`src/rtl/trp_pkg.sv`:
```
package trp_pkg;

  typedef struct packed {
    logic te;
    logic prev_sup;
    logic sup;
  } stat_t;

  typedef enum logic [2:0] {
    RET_NONE    = 3'd0,
    RET_HALT    = 3'd1,
    RET_ILLEGAL = 3'd2,
    RET_NORMAL  = 3'd3,
    RET_DEBUG   = 3'd4
  } ret_kind_t;

  // Vector: low seven bits of the sum, placed in the upper half.
  function automatic logic [7:0] vec_of(input logic [6:0] b, input logic [6:0] o);
    logic [6:0] s;
    s = b + o;
    return {1'b1, s};
  endfunction

  // Priority: trap enable, then supervisor, then mode/selector match.
  function automatic ret_kind_t classify(input stat_t st, input logic dbg_mode,
                                         input logic sel);
    if (!st.te)                 return RET_HALT;
    else if (!st.sup)           return RET_ILLEGAL;
    else if (!dbg_mode && !sel) return RET_NORMAL;
    else if (dbg_mode && sel)   return RET_DEBUG;
    else                        return RET_NONE;
  endfunction

endpackage

```
`src/rtl/trp_vector_unit.sv`:
```
module trp_vector_unit #(
  parameter int VAL_W = 32
) (
  input  logic             clk,
  input  logic             rst,
  input  logic             req,
  input  logic [VAL_W-1:0] base,
  input  logic [VAL_W-1:0] offset,
  output logic             vld,
  output logic [7:0]       vec
);
  import trp_pkg::*;

  logic [7:0] vec_next;
  assign vec_next = vec_of(base[6:0], offset[6:0]);

  always_ff @(posedge clk) begin
    if (rst) begin
      vld <= 1'b0;
      vec <= 8'h80;
    end else begin
      vld <= req;
      if (req) vec <= vec_next;
    end
  end

  assert_vec_high_R1: assert property (@(posedge clk) disable iff (rst)
    vld |-> vec[7]);

endmodule

```
`src/rtl/trp_return_decide.sv`:
```
module trp_return_decide (
  input  trp_pkg::stat_t    st,
  input  logic              dbg_mode,
  input  logic              sel,
  input  logic              dbg_te,
  input  logic              dbg_sup,
  output trp_pkg::ret_kind_t kind,
  output trp_pkg::stat_t    st_next
);
  import trp_pkg::*;

  always_comb begin
    kind    = classify(st, dbg_mode, sel);
    st_next = st;
    case (kind)
      RET_NORMAL: st_next.sup = st.prev_sup;
      RET_DEBUG: begin
        st_next.te  = dbg_te;
        st_next.sup = dbg_sup;
      end
      default: st_next = st;
    endcase
  end

endmodule

```
`src/rtl/trap_return_ctrl.sv`:
```
module trap_return_ctrl #(
  parameter int VAL_W = 32,
  parameter int PC_W  = 32
) (
  input  logic            clk,
  input  logic            rst,
  input  logic            trap_req,
  input  logic [VAL_W-1:0] trap_base,
  input  logic [VAL_W-1:0] trap_offset,
  input  logic            ret_req,
  input  logic            ret_dbg_field,
  input  logic [PC_W-1:0] pc_save_norm,
  input  logic [PC_W-1:0] pc_save_dbg,
  input  logic            dbg_save_te,
  input  logic            dbg_save_sup,
  input  logic            stat_load,
  input  logic [2:0]      stat_wdata,
  input  logic            dbg_enter,
  output logic            trap_vld,
  output logic [7:0]      trap_vec,
  output logic            pc_vld,
  output logic [PC_W-1:0] pc_out,
  output logic [2:0]      stat_out,
  output logic            in_debug,
  output logic            mode_chg,
  output logic            halt_pulse,
  output logic            illegal_pulse
);
  import trp_pkg::*;

  localparam stat_t STAT_RST = '{te: 1'b0, prev_sup: 1'b0, sup: 1'b1};

  stat_t     stat_q;
  logic      dbg_q;
  ret_kind_t kind;
  stat_t     st_ret;

  // Named internal events for the assertions.
  logic ev_ret_ok;
  logic ev_dbg_exit;
  logic ev_dbg_enter;
  logic ev_load;

  trp_vector_unit #(.VAL_W(VAL_W)) u_vec (
    .clk(clk), .rst(rst), .req(trap_req), .base(trap_base),
    .offset(trap_offset), .vld(trap_vld), .vec(trap_vec)
  );

  trp_return_decide u_dec (
    .st(stat_q), .dbg_mode(dbg_q), .sel(ret_dbg_field),
    .dbg_te(dbg_save_te), .dbg_sup(dbg_save_sup),
    .kind(kind), .st_next(st_ret)
  );

  assign ev_ret_ok    = ret_req && (kind == RET_NORMAL || kind == RET_DEBUG);
  assign ev_dbg_exit  = ret_req && (kind == RET_DEBUG);
  assign ev_dbg_enter = !ret_req && dbg_enter && !dbg_q;
  assign ev_load      = !ret_req && stat_load;

  always_ff @(posedge clk) begin
    if (rst) begin
      stat_q        <= STAT_RST;
      dbg_q         <= 1'b0;
      pc_vld        <= 1'b0;
      pc_out        <= '0;
      mode_chg      <= 1'b0;
      halt_pulse    <= 1'b0;
      illegal_pulse <= 1'b0;
    end else begin
      pc_vld        <= ev_ret_ok;
      halt_pulse    <= ret_req && (kind == RET_HALT);
      illegal_pulse <= ret_req && (kind == RET_ILLEGAL);
      mode_chg      <= ev_dbg_exit || ev_dbg_enter;
      if (ret_req) begin
        stat_q <= st_ret;
        if (kind == RET_NORMAL) pc_out <= pc_save_norm;
        if (kind == RET_DEBUG)  pc_out <= pc_save_dbg;
        if (kind == RET_DEBUG)  dbg_q  <= 1'b0;
      end else begin
        if (ev_load)      stat_q <= stat_t'(stat_wdata);
        if (ev_dbg_enter) dbg_q  <= 1'b1;
      end
    end
  end

  assign stat_out = stat_q;
  assign in_debug = dbg_q;

  assert_halt_hold_R3: assert property (@(posedge clk) disable iff (rst)
    halt_pulse |-> (!pc_vld && stat_q == $past(stat_q) && dbg_q == $past(dbg_q)));

  assert_illegal_hold_R4: assert property (@(posedge clk) disable iff (rst)
    illegal_pulse |-> (stat_q == $past(stat_q) && dbg_q == $past(dbg_q)));

  assert_dbg_exit_R6: assert property (@(posedge clk) disable iff (rst)
    (pc_vld && $past(dbg_q)) |-> (!dbg_q && mode_chg));

  assert_excl_R8: assert property (@(posedge clk) disable iff (rst)
    $onehot0({halt_pulse, illegal_pulse, pc_vld}));

  assert_vld_after_req_R8: assert property (@(posedge clk) disable iff (rst)
    (pc_vld || halt_pulse || illegal_pulse) |-> $past(ret_req));

  assert_enter_pulse_R10: assert property (@(posedge clk) disable iff (rst)
    ev_dbg_enter |=> (dbg_q && mode_chg));

endmodule

```
`config.mk`:
```
export PLATFORM = sky130hd
export DESIGN_NAME = trap_return_ctrl
export DESIGN_NICKNAME = d
export VERILOG_FILES = /design/src/rtl/trp_pkg.sv /design/src/rtl/trp_vector_unit.sv /design/src/rtl/trp_return_decide.sv /design/src/rtl/trap_return_ctrl.sv
export SDC_FILE = /design/constraint.sdc
export NUM_CORES = 1
export LEC_CHECK = 0
export ABC_CLOCK_PERIOD_IN_PS = 3400
export BUFFER_PORTS_ARGS = -buffer_cell sky130_fd_sc_hd__buf_2
export CAP_MARGIN = 20
export CORE_UTILIZATION = 41
export DETAILED_ROUTE_END_ITERATION = 8
export PLACE_DENSITY_LB_ADDON = 0.08
export SLEW_MARGIN = 30
export SYNTH_ARGS = -nofsm -noshare
export SYNTH_HDL_FRONTEND = slang
export SYNTH_HIERARCHICAL = 1
export SYNTH_SLANG_ARGS = --single-unit
```
`constraint.sdc`:
```
create_clock -name clk -period 3.4 [get_ports clk]
set_input_delay 0.34 -clock clk [delete_from_list [all_inputs] [get_ports clk]]
set_output_delay 0.34 -clock clk [all_outputs]
set_load 0.05 [all_outputs]
```
==> reports/metrics.cfg <==
[synth]
synth_cell_type_count=45
synth_adder_area_share=0.0387
synth-xor-area-share=0.00712
ys.flop_type=dfxtp_1
synth.area.top_cells=dfxtp_1 (39%), a221oi_2 (18%), o22ai_1 (8.1%)
synth_edf_count=0
async_flop_share=0
syn_avg_cell_area_um2=9.80
synth_nets=398
synth_seq_cells=48
yosysTopAreaCellShare=0.391
synth-simple-area-share=0.0870
ys_seq_area_frac=0.391
yosys_warnings=6
yosysTopAreaCell=dfxtp_1
synthCells=251
synth-compound-area-share=0.341
synthMuxAreaShare=0.0259
netlist_area_um2=2460
synth_top_family_by_area=compound AO/OA/AOI/OAI gates

[route]
drtIter0Drc=121
ant_nets=0
drc=0
num_vias=2296
wl_met1_mm=2.61
routed_via_density=5.10
wl_mm=5.89
top_layer=met4
firstDrtPassIters=4
wl_met2_mm=2.85
routedWlPerCell_um=13.1
wl_met3_um=378

[setup_path]
crit_end=pc_out[6]$_SDFFE_PP0P_
crit_start=in_debug$_SDFFE_PP0P_
worstSetupPathType=reg -> reg
timing.rr.end=pc_out[6]$_SDFFE_PP0P_
crit_required_ns=3.60
reg2regPathDepth=5
r2r_start=in_debug$_SDFFE_PP0P_
regToRegSetupSlack_ns=1.38
crit_path_end_kind=flop
path_max_fanout=33
worstPathArrival_ns=2.22
cp-start-kind=flop

[sta]
hold_violations=0
max_freq_mhz=495
finalCriticalPeriod_ns=2.02
rsz0062_at_grt=false
setup_violations=0
tns_ns=0
whs_ns=0.341
relSlewSlack=0.597
fin_skew_ns=0.00490
drv_slew=0
tightestPinTransition_ns=0.604
fin_crit_sh=0.594

[floorplanning]
rows=27
start_util=0.436
die_area_um2=6310
die_w_um=79.5
coreArea_um2=5640
die_h_um=79.5
io_pins=189

[clocking]
cts_hold_buf=0
cts_tree=done
clock_path_buffers=2
cts_sinks=48
cts.clk_slew.worst_paths_ns=0.08
cts-resized-gates=0
post_cts_buffers=0
htree_levels=2
numCtsBuffers=5
clk-insertion-delay-late_ns=0.29
cts_root_buf=clkbuf_8

[global_routing]
grt_usage=0.191
grt_pass1_vias=2130
grt_first_pass_wirelength_mm=9.67
grt_max_degree=36
grt_overflow=0
antenna_found_initial=0

[finish]
area_growth_pct=31.7
layout.cells.most_common_list=buf_2 (137), dfxtp_1 (48), inv_1 (40)
layout_commonest_cell=buf_2
final_nets=524
drive_above_1_share=0.481
diodes=0

[place]
dp_hpwl_mm=4.18
gp_congestion=0.702
io_buffers=137

[power]
ir_worst_vdd_uv=225
leakagePower_uw=0.00141
power_density_nw_per_um2=373
p_total_uw=1210

[outcome]
status=complete, no violations

[flow_run]
cap_violations=0

[worst_hold_path]
worstHoldPathType=in -> reg

## synth_stat cells, types with 2 or more instances
library cell and count:
a21oi_1 6, o22ai_1 32, o311ai_0 2, nand3_1 2, mux2i_1 3, a221oi_1 3, clkbuf_1 14, inv_1 40
nand4_1 2, dfxtp_1 48, xnor2_1 2, a221oi_2 29, o21ai_0 4, or3_1 2, nand2b_1 2, mux2_2 3
ha_1 6, o21a_1 2, buf_2 2, buf_6 3, nor3b_1 4, nand2_1 7, nand3b_1 2, nor2_1 9
buf_4 2
## per-stage QoR
step	instance area [um^2]	utilization	setup slack [ns]	instances
after floorplan	2460	-	1.18	251
after global placement	3150	0.558	1.38	442
after detailed placement	3150	0.558	1.29	442
after CTS	3240	0.574	1.35	450
after global routing	3240	0.574	1.19	450
final	3240	0.574	1.38	450
## flip-flops by register name, summed over array words and instances, names as in the netlist
name and count:
stat_out 3, u_vec/vld 1, pc_out 32, mode_chg 1, pc_vld 1, u_vec/vec 7, halt_pulse 1, in_debug 1
illegal_pulse 1
## worst max-delay path, stage by stage (launching register included)
cell and delay [ns]:
dfxtp_1 0.43, or2_1 0.17, o21ai_0 0.15, or3b_1 0.42, a21o_4 0.40, a221oi_1 0.35
## layer usage
metal	up-vias	global-route usage
met5	-	0
li1	1183	-
met1	1022	0.228
met2	86	0.349
met4	0	0.0491
met3	5	0.0354
## layout make-up
type / count / area, um^2
Fill cell: 560 / 2400
Clock buffer: 8 / 90.1
Multi-Input combinational cell: 141 / 1230
Timing Repair Buffer: 141 / 716
Inverter: 40 / 150
Tap cell: 72 / 90.1
Sequential cell: 48 / 961
## worst min-delay path by stage
stage                                        from                       to  slack [ns]  cells after the start
final                                   dbg_enter    in_debug$_SDFFE_PP0P_        0.34                      3
after global routing                    dbg_enter    in_debug$_SDFFE_PP0P_        0.33                      3
after CTS                               dbg_enter    in_debug$_SDFFE_PP0P_        0.33                      3
after detailed placement  pc_out[24]$_SDFFE_PP0P_  pc_out[24]$_SDFFE_PP0P_        0.45                      2
after global placement    pc_out[30]$_SDFFE_PP0P_  pc_out[30]$_SDFFE_PP0P_        0.44                      2
after floorplan                         dbg_enter    in_debug$_SDFFE_PP0P_        0.51                      2
## power by group
group          internal (uW)  switching (uW)
sequential               583            11.1
combinational           99.2             172
clock                    166             177
## cell families after synthesis
group | count (synthesis)
xor+xnor | 2
other cells | 1
buf+inv | 62
simple gates | 37
compound gates | 88
fa+ha+maj | 7
flops | 48
mux | 6
No activity file was read; power rests on OpenSTA's default activity.
